===== config.mk =====
export PLATFORM = sky130hd
export DESIGN_NAME = detsel_ctrl
export DESIGN_NICKNAME = d
export VERILOG_FILES = /design/src/rtl/detsel_pkg.sv /design/src/rtl/detsel_classify.sv /design/src/rtl/detsel_lane.sv /design/src/rtl/detsel_ctrl.sv
export SDC_FILE = /design/constraint.sdc
export NUM_CORES = 1
export LEC_CHECK = 0
export ABC_AREA = 1
export BUFFER_PORTS_ARGS = -buffer_cell sky130_fd_sc_hd__buf_2
export CELL_PAD_IN_SITES_DETAIL_PLACEMENT = 0
export CELL_PAD_IN_SITES_GLOBAL_PLACEMENT = 1
export CORE_UTILIZATION = 30
export DETAILED_ROUTE_END_ITERATION = 12
export GPL_TIMING_DRIVEN = 0
export PLACE_DENSITY = 0.76
export SYNTH_ARGS = -nofsm -noshare
export SYNTH_HDL_FRONTEND = slang
export SYNTH_SLANG_ARGS = --single-unit

===== constraint.sdc =====
create_clock -name clk -period 5.3 [get_ports clk]
set_clock_uncertainty 0.1 [all_clocks]
set_input_delay 0.265 -clock clk [delete_from_list [all_inputs] [get_ports clk]]
set_output_delay 0.265 -clock clk [all_outputs]
set_load 0.02 [all_outputs]

===== src/rtl/detsel_pkg.sv =====
package detsel_pkg;
    typedef enum logic [1:0] {
        SEL_NONE = 2'b00,
        SEL_ZF   = 2'b01,
        SEL_SD   = 2'b10,
        SEL_ARQ  = 2'b11
    } sel_e;
endpackage


===== src/rtl/detsel_classify.sv =====
module detsel_classify
    import detsel_pkg::*;
#(
    parameter int MET_W = 16
) (
    input  logic [MET_W-1:0] metric,
    input  logic [MET_W-1:0] thr_zf,
    input  logic [MET_W-1:0] thr_sd,
    output sel_e             choice
);
    // Ties resolve toward the cheaper detector.
    always_comb begin
        if (metric >= thr_zf)      choice = SEL_ZF;
        else if (metric >= thr_sd) choice = SEL_SD;
        else                       choice = SEL_ARQ;
    end
endmodule


===== src/rtl/detsel_lane.sv =====
module detsel_lane #(
    parameter int PER   = 32,
    parameter int IDX_W = (PER > 1) ? $clog2(PER) : 1
) (
    input  logic             clk,
    input  logic             rst_n,
    input  logic             launch,
    input  logic             abort,
    input  logic             done_in,
    output logic             start_o,
    output logic             busy_o,
    output logic [IDX_W-1:0] vidx_o
);
    localparam logic [IDX_W-1:0] LAST = IDX_W'(PER - 1);

    typedef struct packed {
        logic             busy;
        logic             start;
        logic [IDX_W-1:0] vidx;
    } lane_s;

    lane_s q, d;

    always_comb begin
        d       = q;
        d.start = 1'b0;
        if (launch) begin
            d.busy  = 1'b1;
            d.start = 1'b1;
            d.vidx  = '0;
        end else if (abort) begin
            d.busy  = 1'b0;
        end else if (q.busy && done_in) begin
            if (q.vidx == LAST) begin
                d.busy  = 1'b0;
            end else begin
                d.vidx  = q.vidx + 1'b1;
                d.start = 1'b1;
            end
        end
    end

    always_ff @(posedge clk or negedge rst_n) begin
        if (!rst_n) q <= '0;
        else        q <= d;
    end

    assign start_o = q.start;
    assign busy_o  = q.busy;
    assign vidx_o  = q.vidx;

    // the next vector follows a done on the one before it
    a_r6_vec_step: assert property (@(posedge clk) disable iff (!rst_n)
        (q.busy && done_in && q.vidx != LAST && !launch && !abort)
        |=> (start_o && vidx_o == $past(vidx_o) + 1'b1));

    // the index never leaves the lane's block
    a_r6_vec_bound: assert property (@(posedge clk) disable iff (!rst_n)
        vidx_o <= LAST);
endmodule


===== src/rtl/detsel_ctrl.sv =====
module detsel_ctrl
    import detsel_pkg::*;
#(
    parameter int MET_W  = 16,
    parameter int BUD_W  = 16,
    parameter int NLANES = 4,
    parameter int NVEC   = 128,
    parameter int PER    = NVEC / NLANES,
    parameter int VEC_W  = $clog2(NVEC),
    parameter int IDX_W  = (PER > 1) ? $clog2(PER) : 1
) (
    input  logic                    clk,
    input  logic                    rst_n,
    input  logic                    frame_start,
    input  logic [MET_W-1:0]        metric,
    input  logic [MET_W-1:0]        thr_zf,
    input  logic [MET_W-1:0]        thr_sd,
    input  logic [BUD_W-1:0]        budget,
    input  logic [NLANES-1:0]       zf_done,
    input  logic [NLANES-1:0]       sd_done,
    output logic [NLANES-1:0]       zf_start,
    output logic [NLANES-1:0]       sd_start,
    output logic [NLANES*VEC_W-1:0] lane_vec,
    output logic [1:0]              mode,
    output logic                    sleep_en,
    output logic                    arq_req,
    output logic                    timeout
);
    typedef struct packed {
        sel_e             sel;
        logic             sleep;
        logic             arq;
        logic             tmo;
        logic             run;
        logic [BUD_W-1:0] cnt;
    } ctl_s;

    ctl_s q, d;
    sel_e choice;
    logic launch, lane_abort, all_idle;
    logic [NLANES-1:0] lane_busy, lane_start, lane_done;
    logic [IDX_W-1:0]  lane_vidx [NLANES];

    detsel_classify #(.MET_W(MET_W)) u_cls (
        .metric (metric),
        .thr_zf (thr_zf),
        .thr_sd (thr_sd),
        .choice (choice)
    );

    assign all_idle = (lane_busy == '0);
    assign launch   = frame_start && (choice != SEL_ARQ);

    always_comb begin
        d          = q;
        lane_abort = 1'b0;
        if (frame_start) begin
            d.sel      = choice;
            d.arq      = (choice == SEL_ARQ);
            d.sleep    = (choice == SEL_ARQ);
            d.run      = (choice != SEL_ARQ);
            d.tmo      = 1'b0;
            d.cnt      = '0;
            lane_abort = (choice == SEL_ARQ);
        end else if (q.run) begin
            if (all_idle) begin
                d.run   = 1'b0;
                d.sleep = 1'b1;
            end else if (({1'b0, q.cnt} + 1'b1) >= {1'b0, budget}) begin
                d.run      = 1'b0;
                d.sleep    = 1'b1;
                d.tmo      = 1'b1;
                lane_abort = 1'b1;
            end else begin
                d.cnt = q.cnt + 1'b1;
            end
        end
    end

    always_ff @(posedge clk or negedge rst_n) begin
        if (!rst_n) begin
            q       <= '0;
            q.sel   <= SEL_NONE;
            q.sleep <= 1'b1;
        end else begin
            q <= d;
        end
    end

    for (genvar l = 0; l < NLANES; l++) begin : g_lane
        assign lane_done[l] = (q.sel == SEL_ZF) ? zf_done[l] :
                              (q.sel == SEL_SD) ? sd_done[l] : 1'b0;

        detsel_lane #(.PER(PER), .IDX_W(IDX_W)) u_lane (
            .clk     (clk),
            .rst_n   (rst_n),
            .launch  (launch),
            .abort   (lane_abort),
            .done_in (lane_done[l]),
            .start_o (lane_start[l]),
            .busy_o  (lane_busy[l]),
            .vidx_o  (lane_vidx[l])
        );

        assign lane_vec[l*VEC_W +: VEC_W] = VEC_W'(l * PER) + VEC_W'(lane_vidx[l]);
    end

    assign zf_start = lane_start & {NLANES{q.sel == SEL_ZF}};
    assign sd_start = lane_start & {NLANES{q.sel == SEL_SD}};
    assign mode     = q.sel;
    assign sleep_en = q.sleep;
    assign arq_req  = q.arq;
    assign timeout  = q.tmo;

    // a detecting frame wakes the hardware on the next cycle
    a_r7_wake: assert property (@(posedge clk) disable iff (!rst_n)
        (frame_start && choice != SEL_ARQ) |=> !sleep_en);

    // the choice holds between frame starts
    a_r4_hold: assert property (@(posedge clk) disable iff (!rst_n)
        !frame_start |=> $stable(mode));

    // no lane is active while a retransmission is requested
    a_r3_idle: assert property (@(posedge clk) disable iff (!rst_n)
        arq_req |-> (lane_busy == '0));

    // a timeout always comes with sleep
    a_r8_tmo_sleep: assert property (@(posedge clk) disable iff (!rst_n)
        $rose(timeout) |-> sleep_en);

    // never both detectors at once
    a_r5_one_det: assert property (@(posedge clk) disable iff (!rst_n)
        !((|zf_start) && (|sd_start)));
endmodule


# Yosys cells after proc, flatten, opt, wreduce, memory -nomap -nowiden
# Index checks and enable logic that the tools add are counted.
[word_totals]
input_bits = 75
word_cells = 128
output_inout_bits = 41
reg_bits = 50
[classes]
addsub = 9
muxes = 49
order_cmp = 3
reduce_logical = 32
bitwise_logic = 2
n_eq_ne = 15
[op_table]
columns = ["cell", "n"]
rows = [
  ["2-to-1 mux 7 bit", 8],
  ["2-to-1 mux 6 bit", 8],
  ["2-to-1 mux 18 bit", 2],
  ["greater-or-equal comparator 16 bit", 2],
  ["2-to-1 mux 16 bit", 2],
  ["2-to-1 mux 1 bit", 27],
  ["nonzero test 3 bit", 9],
  ["adder 5 x 1 -> 5 bit, second input constant", 4],
  ["== test 5 bit, second input constant", 4],
  ["AND reduction 3 bit", 6],
  ["adder 16 x 1 -> 17 bit, second input constant", 1],
  ["greater-or-equal comparator 17 x 16 -> 1 bit", 1],
  ["adder 16 x 1 -> 16 bit, second input constant", 1],
  ["inequality test 2 bit, second input constant", 6],
  ["nonzero test 2 bit", 6],
  ["AND reduction 2 bit", 5],
  ["AND 4 bit", 2],
  ["adder 6 x 5 -> 7 bit, first input constant", 1],
  ["adder 6 x 6 -> 7 bit, first input constant", 1],
  ["adder 7 x 5 -> 7 bit, first input constant", 1],
  ["logical AND 1 bit", 5],
  ["== test 2 bit, second input constant", 2],
  ["logical NOT 4 bit", 1],
  ["2-to-1 mux 2 bit", 2],
  ["2 further kinds", 3],
]

# Longest topological paths before layout
# Gate-level depths: netlist (run 1).
[depth]
word_depth = 8
ltp_mapped = 20
mapped_depth_nobuf = 20

# Cells and area by module
# A second synthesis (run 1) with hierarchy kept.
[unflattened]
cells_unflattened = 644
hier_area_um2 = 4461.8
[modules_own_cells]
columns = ["mod", "cells_each", "area_each_um2", "instances", "seq_area_each_um2"]
rows = [
  ["detsel_ctrl", 314, 2082.0, 1, 551.8],
  ["detsel_lane", 48, 381.6, 4, 175.2],
  ["detsel_classify", 138, 853.3, 1, 0.0],
]

# Least setup slack after synthesis (run 1)
# No wires, ideal clock.
[synth_timing]
path_type = "reg-to-reg"
from = "register q[0] in the netlist's numbering"
to = "register q[10] in the netlist's numbering"
setup_time_ps = 65
slack_ps = 2477
t_arrival_ps = 2659
path_stages_with_launch = 17
required_ps = 5135
path_buffers = 1
synth_period_minus_slack_ps = 2823
path_cell_list = "dfrtp_1 > ha_1 > nand3_1 > nor2_4 > nand3_1 > nor2_1 > xor2_1 > ha_1 > nand2_1 > nand2_1 > a21oi_1 > nand3_1 > nand3b_4 > nor2_1 > buf_4 > nand2_1 > nand2_1"
[synth_between]
elab_chain_cells = 5
elab_cells_between_ends = 9
cone_classes = "add/sub (2); order compare (1); eq/ne (1); mux (4); reduce/logical (1)"
[synth_rtl]
columns = ["item", "line", "text"]
rows = [
  ["start, declared", "detsel_ctrl.sv:38", "ctl_s q, d;"],
  ["branches (longest 5 deep; another with adder 16 x 1 -> 17 bit)", "--", ""],
]
# Parallel ways; which one is timed is not known. The select of a mux whose other input is x is not followed.
# A chain may end at the register's enable or synchronous reset.

# Final worst setup path (run 1)
[layout_timing]
from = "register q[0] in the netlist's numbering"
to = "register q[5] in the netlist's numbering"
# Same word-level chain as after synthesis.

==> flow_metrics.tcl, run 1 <==
set metrics [dict create \
    finalCritPeriodShare 0.652 \
    coreArea_mm2 0.0138 \
    met1_length_um 4700 \
    syn_avg_cell_area_um2 7.02 \
    pwr-share-seq 0.402 \
    synthArstFlopShare 1.00 \
    place_congestion 0.762 \
    drt_wl_total_um 9990 \
    synth-seq-cells 50 \
    grt_max_degree 51 \
    ys_seq_area_frac 0.296 \
    critical_path_class "flip-flop to flip-flop" \
    first_global_vias 3655 \
    required_ps 5430 \
    yosys.area.top_type "dfrtp_1" \
    timing.fmax_mhz 289 \
    drt_pre_antenna_iters 4 \
    antenna_cells 0 \
    peakVddDrop_uv 122 \
    power.switching_w 0.000376 \
    worst_ep_arrival_time_ps 3590 \
    h-tree-depth 2 \
    p_leak_nw 3.24 \
    synth_edf_count 0 \
    io_buffer_count 106 \
    status "finished clean" \
    tns_ps 0 \
    end_kind "flip-flop" \
    cp-start-kind "flip-flop" \
    cts.sinks 50 \
    synthAdderAreaFrac 0.168 \
    finalSetupViolCount 0 \
    die-area_mm2 0.0146 \
    yosysTopAreaCellShare 0.290 \
    topRoutingLayerUsed "met4" \
    viasPerCell 4.34 \
    clock_power_share 0.322 \
    cts_buffer_depth 2 \
    ys_warn_count 0 \
    final-hold-violation-count 0 \
    antenna_found_initial 0 \
    timing.final.max_slew_violations 0 \
    num-fill-cells 1508 \
    initial_utilization 0.306 \
    worst_slew_pin_slew_ps 1140 \
    synth.cell_area_mm2 0.00424 \
    dr.first_iter.drc_count 169 \
    rsz0062_at_grt "false" \
    wl_per_cell_um 11.1 \
    overflow 0 \
    grtUsageTotal 0.145 \
    ys_top_cells_by_count "nand2_1 (182), inv_1 (108), ha_1 (57)" \
    clkTransAtPathRegs_ps 70 \
    die_x_um 121 \
    yosys.cell_count.top_type "nand2_1" \
    max-cap-violations 0 \
    cts_hold_buf 0 \
    hold_path_class "input pin to async pin" \
    synthToLayoutAreaGrowth_pct 22.2 \
    maxSlewHeadroom 0.242 \
    yosys-top-cells-area "dfrtp_1 (29%), ha_1 (17%), nand2_1 (16%), inv_1 (9.6%), nand3_1 (6.6%)" \
    syn_inst 603 \
    post_cts_buffers 0 \
    yosys.area_share.simple 0.324 \
    crit_path_max_fanout 10 \
    final_net_count 854 \
    io_pins 116 \
    p_per_area_mw_per_mm2 217 \
    worstRegToRegCells 16 \
    finalPower_w 0.00113 \
    fin_util 0.374 \
    period_needed_ps 3460 \
    met2_length_um 4580 \
    ys.flop_type "dfrtp_1" \
    synth-compound-area-share 0.0425 \
    cts_tree "done" \
    p_int_w 0.000749 \
    cts_resized 0 \
    p_sw_frac 0.334 \
    drive_above_1_share 0.194 \
    ant_nets 0 \
    setup_ws_ps 1840 \
    synthMuxAreaShare 0 \
    vias 3914 \
    numCtsBuffers 5 \
    combPwrFrac 0.276 \
    clk_latency_ps 290 \
    fp.dieH_um 121 \
    post-dp-hpwl_um 8100 \
    dp_slack_ps 1840 \
    yosysUniqueCellTypes 32 \
    grt_pass1_wl_um 17000 \
    synth_top_family_by_area "simple AND/OR/NAND/NOR gates" \
    cts_root_buf "clkbuf_16" \
    rows 43 \
    wl_met3_um 617 \
    synthXorXnorAreaFrac 0.0434 \
    drc_errors 0 \
]
## layout by cell type, fill, tap and decap left out, types with 2 or more instances in the layout
master,n
nand2_1,182
buf_2,111
inv_1,108
ha_1,57
nand3_1,56
nor2_1,49
dfrtp_1,49
xor2_1,18
a21oi_1,17
nand4_1,16
buf_4,11
o21ai_0,8
conb_1,8
clkbuf_16,5
xnor2_1,3
nor3_1,3
nand3b_1,2
and3_1,2
## cell families after synthesis
logic type      count (synthesis)
compound gates                 30
buf+inv                       125
flops                          50
xor+xnor                       21
fa+ha+maj                      57
simple gates                  318
other cells                     2
## power by group through the flow
| stage | clock [W] | combinational, W | sequential (W) |
|---|---|---|---|
| detailed placement | 0 | 0.000316 | 0.000459 |
| finish | 0.000363 | 0.000311 | 0.000452 |
| global route | 0.000388 | 0.000361 | 0.000457 |
| CTS | 0.000371 | 0.000317 | 0.000452 |
| floorplan | 0 | 0.000191 | 0.000465 |
| global placement | 0 | 0.000316 | 0.000458 |
## final cells by class
type | count | area [um2] | area share
sequential | 50 | 1250 | 0.242
multi-input combinational | 434 | 2480 | 0.479
tap | 180 | 225 | 0.0435
clock inverter | 2 | 38.8 | 0.00749
inverter | 108 | 405 | 0.0783
clock buffer | 5 | 125 | 0.0242
buffer | 17 | 119 | 0.0230
timing repair buffer | 106 | 531 | 0.102
## worst max-delay path, cell delays in order, from the launching register on
cell and delay (ps):
dfrtp_1 460, ha_1 240, nand3_1 190, nor2_4 220, nand3_1 140, nor2_1 130
xor2_1 250, ha_1 290, nand2_1 70, nand2_1 50, a21oi_1 200, nand3_1 100
nand3b_4 170, nor2_1 380, buf_4 270, nand2_1 70, nand2_1 70
## metal layers
| layer | global-route usage | up-vias |
|---|---|---|
| met1 | 0.190 | 1689 |
| met2 | 0.251 | 98 |
| met3 | 0.0217 | 7 |
| met4 | 0.0347 | 0 |
| met5 | 0 | - |
| li1 | - | 2120 |
## final timing paths
| kind | start | endpoint | slack, ps |
|---|---|---|---|
| min reg2reg | timeout | timeout | 380 |
| min | rst_n | g_lane[2].u_lane.vidx_o[0] | 90 |
| max reg2reg | q[0] | q[5] | 1840 |
| max in group asynchronous | rst_n | q[8] | 4310 |
| max | q[0] | q[5] | 1840 |
| min in group clk | frame_start | mode[1] | 250 |
## through the flow
stage | cells | area (um2) | hold slack (ps)
3_5_place_dp | 895 | 5010 | 366
2_1_floorplan | 609 | 4260 | -131
6_report | 902 | 5180 | 91.3
4_1_cts | 902 | 5180 | 145
5_1_grt | 902 | 5180 | 204
3_3_place_gp | 895 | 5010 | 361
## state kept, by name (all words and copies together) (netlist names)
signal	flops
timeout	1
sleep_en	1
mode	2
arq_req	1
q	17
g_lane.u_lane.busy_o	4
g_lane.u_lane.vidx_o	20
g_lane.u_lane.start_o	4
Note: power is estimated with default switching activity, not from simulation.
==> run 2: changes to the inputs <==
- ABC_AREA: 1 -> 0
- PLACE_DENSITY: 0.76 -> 0.74
- clock period: 5.3 -> 3.6 ns (I/O delays scaled with it)
==> run 2 against run 1 <==
Against the previous run: register-to-register slack got worse by 1600 ps; final cell count decreased by 13%; global-route usage increased by 0.89 points; largest cell class unchanged.
==> flow_metrics.tcl, run 2 <==
set metrics [dict create \
    fp.dieH_um 120 \
    drt_wl_total_um 11000 \
    status "finished clean" \
    die_x_um 120 \
    yosysTopAreaCellShare 0.293 \
    grtUsageTotal 0.154 \
    syn_avg_cell_area_um2 8.63 \
    finalPower_w 0.00160 \
    yosys.area.top_type "dfrtp_1" \
    final_common_cell "buf_2" \
    rsz0062_at_grt "false" \
    vias 3768 \
    synth_edf_count 0 \
    antenna_found_initial 0 \
    final-hold-violation-count 0 \
    p_per_area_mw_per_mm2 307 \
    end_kind "flip-flop" \
    grt_max_degree 51 \
    cts.sinks 50 \
    cts_tree "done" \
    cts_buffer_depth 2 \
    max-cap-violations 0 \
    wl_per_cell_um 14.0 \
    overflow 0 \
    drt_pre_antenna_iters 4 \
    clkTransAtPathRegs_ps 60 \
    cp-start-kind "flip-flop" \
    yosysUniqueCellTypes 53 \
    dp_slack_ps -184 \
    ant_nets 0 \
    synthArstFlopShare 1.00 \
    drc_errors 0 \
    cts_hold_buf 0 \
    crit_path_max_fanout 10 \
    die-area_mm2 0.0144 \
    h-tree-depth 2 \
    coreArea_mm2 0.0134 \
    hold_path_class "input pin to async pin" \
    top_register "g_lane.u_lane.vidx_o" \
    ys_top_cells_by_count "ha_1 (57), inv_1 (52), dfrtp_1 (49)" \
    maxSlewHeadroom 0.242 \
    num-fill-cells 1407 \
    drive_above_1_share 0.253 \
    worst_slew_pin_slew_ps 1140 \
    viasPerCell 4.80 \
    period_needed_ps 3370 \
    grt_pass1_wl_um 17900 \
    final_net_count 740 \
    largest_reg_flops 20 \
    timing.final.max_slew_violations 0 \
    ys_warn_count 0 \
    worst_ep_arrival_time_ps 3480 \
    synthToLayoutAreaGrowth_pct 24.8 \
    peakVddDrop_uv 205 \
    yosys.cell_count.top_type "ha_1" \
    synth.cell_area_mm2 0.00418 \
    finalCritPeriodShare 0.937 \
    p_leak_nw 2.73 \
    yosys-top-cells-area "dfrtp_1 (29%), ha_1 (17%), inv_1 (4.7%), o21ai_0 (4.5%), nand3_1 (4.3%)" \
    initial_utilization 0.312 \
    finalSetupViolCount 0 \
    reg_top3 "g_lane.u_lane.vidx_o (20), q (17)" \
    rows 42 \
    dr.first_iter.drc_count 129 \
    first_global_vias 3706 \
    io_pins 116 \
    setup_ws_ps 227 \
    timing.fmax_mhz 297 \
    numCtsBuffers 5 \
    post-dp-hpwl_um 8750 \
    clk_latency_ps 290 \
    mostFrequentLayoutCells "buf_2 (112), ha_1 (56), inv_1 (52)" \
    place_congestion 0.770 \
    required_ps 3700 \
    antenna_cells 0 \
    synth-seq-cells 50 \
    ys.flop_type "dfrtp_1" \
    cts_root_buf "clkbuf_16" \
    critical_path_class "flip-flop to flip-flop" \
    io_buffer_count 107 \
    ys_seq_area_frac 0.299 \
    syn_inst 485 \
]
run 2: cell count changes after synthesis, sizes merged, moves of 5 or more:
cell,change
a211oi,+5
and2,+9
clkbuf,+8
inv,-56
mux2i,+11
nand2,-161
nand3,-19
nand4,-7
nor2,-24
nor2b,+7
nor3,+10
o21ai,+40
or4,+5
xnor2,+13
run 2: worst paths after layout:
| kind | startpoint | endpoint | slack, ps | cells past startpoint |
|---|---|---|---|---|
| max | q[0] | q[14] | 230 | 16 |
| min | rst_n | q[10] | 20 | 1 |
| max reg2reg | q[0] | q[14] | 230 | 16 |
| min reg2reg | arq_req | arq_req | 440 | 1 |
| max in group asynchronous | rst_n | q[0] | 2610 | 1 |
| min in group clk | frame_start | q[8] | 180 | 3 |
run 2: kinds of logic after synthesis:
logic type | after synthesis | share of synthesized area
buffers and inverters | 77 | 0.0825
xor gates and xnor gates | 34 | 0.0712
other | 2 | 0.00179
DFF | 50 | 0.299
AOI/OAI and AO/OA | 94 | 0.132
and+or+nand+nor | 159 | 0.213
muxes | 12 | 0.0290
adders and majority gates | 57 | 0.170
run 2: power by group:
group	switching (W)	total, W	internal [W]	leakage, nW
combinational	0.000256	0.000442	0.000186	1.98
clock	0.000201	0.000516	0.000315	0.0832
sequential	0.0000426	0.000645	0.000602	0.665
total	0.000500	0.00160	0.00110	2.73
run 2: per-layer routing:
metal / vias up / GRT usage / share of wire
met5: - / 0 / 0
met4: 0 / 0.0430 / 0.016
met3: 12 / 0.0223 / 0.033
met2: 76 / 0.260 / 0.47
met1: 1747 / 0.204 / 0.48
li1: 1933 / - / -
run 2: area by class of cell:
type / count / area (um2) / area share
multi-input cells: 364 / 2670 / 0.512
well taps: 176 / 220 / 0.0422
plain buffers: 25 / 156 / 0.0300
clock buffers: 8 / 166 / 0.0319
flip-flops and latches: 50 / 1250 / 0.240
repair buffers: 110 / 558 / 0.107
inverters: 52 / 195 / 0.0374
run 2: timing repair:
| action | in CTS | in global routing |
|---|---|---|
| buffers inserted | 0 | 3 |
| pin swaps | 1 | 3 |
| resized for setup | 7 | 7 |
| setup endpoints to repair | 40 | 42 |
run 2: through the flow:
stage	hold slack, ps	setup TNS [ps]	instances	area (um2)	utilization
3_3_place_gp	364	-1020	774	4960	0.370
5_1_grt	106	0	785	5220	0.390
4_1_cts	79.0	0	782	5160	0.385
6_report	16.7	0	785	5220	0.390
2_1_floorplan	-216	0	491	4210	-
3_5_place_dp	387	-1910	774	4960	0.370
run 2: worst max-delay path, cell delays in order, from the launching register on:
cell and delay [ps]:
dfrtp_2 430, ha_4 180, nand3_4 120, nor2_4 160, nand3_4 130, nor2_4 160, nand3_1 150, xnor2_1 170
ha_1 310, a21oi_1 140, o21a_1 150, o211ai_2 120, nor2_1 190, buf_6 170, nand3_1 130, or3_1 330
a21oi_1 150
==> run 3: changes to the inputs <==
- PLACE_DENSITY: 0.74 -> 0.73
- SYNTH_HIERARCHICAL: not set -> 1
==> run 3 against run 2 <==
Against the previous run: the flow now finishes with violations (negative setup slack); wire length about the same; critical endpoint is now g_lane[2].u_lane/vidx_o[3]; register-to-register slack worse by 720 ps; die area up 0.88%; power up 20%; combinational power up 51%; largest power group unchanged; synthesized cell count down 5.8%; clock power up 3.9%; core utilization up 4.1 points; critical path depth up 2; critical path type unchanged; sequential cell count unchanged.
==> flow_metrics.tcl, run 3 <==
set metrics [dict create \
    status "finished with violations" \
    failed_checks "negative setup slack" \
    mostFrequentLayoutCells "buf_2 (107), ha_1 (56), inv_1 (54)" \
    clk_latency_ps 290 \
    reg_top3 "g_lane.u_lane/vidx_o (20), q (17)" \
    top_register "g_lane.u_lane/vidx_o" \
    place_congestion 0.775 \
    ys_seq_area_frac 0.297 \
    clock_power_share 0.280 \
    synth.cell_area_mm2 0.00422 \
    hold_path_class "input pin to async pin" \
    ys_top_cells_by_count "ha_1 (57), inv_1 (56), dfrtp_1 (49)" \
    cts_hold_buf 0 \
    viasPerCell 4.89 \
    combPwrFrac 0.349 \
    cp_cell_sequence "and4_4, nand4_4, or4_4, or2_4, xnor2_2, ha_1, nand3_2, nor3_4, o21ai_2, o41ai_4, clkbuf_8, nor2_4, o31ai_4, buf_6, and4bb_1, buf_6, nand4_4, mux2_4" \
    largest_reg_flops 20 \
    yosys.cell_count.top_type "ha_1" \
    fp.dieH_um 121 \
    finalCritPeriodShare 1.14 \
    cp_num_buf_inv 3 \
    cts_root_buf "clkbuf_16" \
    multiInputGateArea_mm2 0.00285 \
    overflow 0 \
    dr.first_iter.drc_count 141 \
    clkTransAtPathRegs_ps 70 \
    critical_path_class "flip-flop to flip-flop" \
    placed_cells 745 \
    end_kind "flip-flop" \
    cts_tree "done" \
    p_sw_frac 0.336 \
    die_x_um 121 \
    maxSlewHeadroom 0.211 \
    vias 3861 \
    synthToLayoutAreaGrowth_pct 37.6 \
    worst_slew_pin_slew_ps 1180 \
    antenna_found_initial 0 \
    setup_ws_ps -489 \
    post-dp-hpwl_um 7950 \
    final_net_count 745 \
    num-fill-cells 1332 \
    layoutNonFillerInstCount 790 \
    grt_pass1_wl_um 18300 \
    syn_inst 457 \
    first_global_vias 3930 \
    crit_path_max_fanout 6 \
    period_needed_ps 4090 \
    grtUsageTotal 0.155 \
    syn_avg_cell_area_um2 9.24 \
    drc_errors 0 \
    max_stage_delay_ps 450 \
    synth-seq-cells 50 \
    seq_area_mm2 0.00125 \
    tns_ps -11310 \
    rsz0062_at_grt "true" \
    cp-start-kind "flip-flop" \
    synth_edf_count 0 \
    yosys-top-cells-area "dfrtp_1 (29%), ha_1 (17%), inv_1 (5.0%), a21oi_1 (3.9%), xnor2_1 (3.3%)" \
    io_buffer_count 106 \
    timing.fmax_mhz 245 \
    required_ps 3680 \
    pwr-share-seq 0.372 \
    numCtsBuffers 5 \
    io_pins 116 \
    ys_warn_count 6 \
    timing.final.max_slew_violations 0 \
    worst_ep_arrival_time_ps 4170 \
    p_per_area_mw_per_mm2 330 \
    grt_max_degree 51 \
    final_common_cell "buf_2" \
    drt_wl_total_um 11000 \
    p_int_w 0.00127 \
    rows 42 \
    coreArea_mm2 0.0135 \
    cts.sinks 50 \
    drt_pre_antenna_iters 4 \
    cp_slowest_cell "or4_4" \
    drive_above_1_share 0.412 \
    final-hold-violation-count 0 \
    yosys.area.top_type "dfrtp_1" \
    timing.hold.ws_ps 37.2 \
    peakVddDrop_uv 256 \
    h-tree-depth 2 \
    ys.flop_type "dfrtp_1" \
    wl_per_cell_um 13.9 \
    die-area_mm2 0.0146 \
    max-cap-violations 0 \
    yosysTopAreaCellShare 0.290 \
    yosysUniqueCellTypes 58 \
    critical_path.top_delay_family "simple AND/OR/NAND/NOR gates" \
    p_leak_nw 3.02 \
    power.switching_w 0.000644 \
    ant_nets 0 \
    initial_utilization 0.313 \
    synthArstFlopShare 1.00 \
    finalSetupViolCount 44 \
    cts_buffer_depth 2 \
    antenna_cells 0 \
]
-- run 3: final timing paths --
path | startpoint | end | slack [ps] | cells after the start
min reg2reg | timeout | timeout | 400 | 2
max reg2reg | q[0] | g_lane[2].u_lane/vidx_o[3] | -490 | 18
min in group clk | frame_start | sleep_en | 260 | 3
min | rst_n | g_lane[1].u_lane/vidx_o[3] | 40 | 1
max | q[0] | g_lane[2].u_lane/vidx_o[3] | -490 | 18
max in group asynchronous | rst_n | q[2] | 2550 | 1
-- run 3: layer usage --
layer | share of wire | global-route usage | vias up | wire, um
met4 | 0.0071 | 0.0278 | 0 | 78
met2 | 0.50 | 0.277 | 98 | 5510
met5 | 0 | 0 | - | 0
met1 | 0.44 | 0.192 | 1848 | 4800
li1 | - | - | 1909 | -
met3 | 0.054 | 0.0307 | 6 | 588
-- run 3: final cells by class --
cell class,instances,area share
clock buffers,6,0.0222
clock inverters,2,0.00646
repair buffers,147,0.153
flip-flops and latches,50,0.216
plain buffers,24,0.0388
well taps,176,0.0379
multi-input cells,329,0.490
inverters,56,0.0362
-- run 3: per-stage QoR --
| stage | total power, W | setup slack (ps) | instance area, um2 | utilization |
|---|---|---|---|---|
| floorplan | 0.00108 | -606 | 4290 | - |
| global placement | 0.00126 | -1350 | 5040 | 0.373 |
| detailed placement | 0.00127 | -1400 | 5040 | 0.373 |
| CTS | 0.00192 | -617 | 5720 | 0.424 |
| global route | 0.00204 | -647 | 5810 | 0.430 |
| finish | 0.00192 | -489 | 5810 | 0.430 |
-- run 3: timing repair --
action	in CTS	in global routing
pin swaps	39	20
hold endpoints to repair	0	0
buffers inserted	35	4
resized for setup	50	25
setup endpoints to repair	47	46
gates cloned	2	0
-- run 3: logic make-up (layout without fill, tap and decap cells) --
| logic type | count (synthesis) | count (layout) | share of synthesized area |
|---|---|---|---|
| and+or+nand+nor | 143 | 143 | 0.213 |
| xor gates and xnor gates | 18 | 18 | 0.0373 |
| adders and majority gates | 57 | 57 | 0.169 |
| DFF | 50 | 50 | 0.297 |
| other | 2 | 8 | 0.00178 |
| muxes | 15 | 15 | 0.0412 |
| AOI/OAI and AO/OA | 88 | 88 | 0.145 |
| buffers and inverters | 84 | 235 | 0.0957 |
-- run 3: power groups by stage --
stage | clock, W | sequential [W] | combinational [W]
detailed placement | 0 | 0.000719 | 0.000554
floorplan | 0 | 0.000747 | 0.000330
global placement | 0 | 0.000713 | 0.000542
finish | 0.000536 | 0.000713 | 0.000669
CTS | 0.000547 | 0.000712 | 0.000664
global route | 0.000568 | 0.000727 | 0.000740
-- run 3: worst register-to-register path: stages (launching register included) --
cell and delay, ps:
dfrtp_1 370, and4_4 250, nand4_4 120, or4_4 450
or2_4 280, xnor2_2 140, ha_1 300, nand3_2 80
nor3_4 190, o21ai_2 100, o41ai_4 330, clkbuf_8 210
nor2_4 40, o31ai_4 170, buf_6 150, and4bb_1 190
buf_6 130, nand4_4 90, mux2_4 290
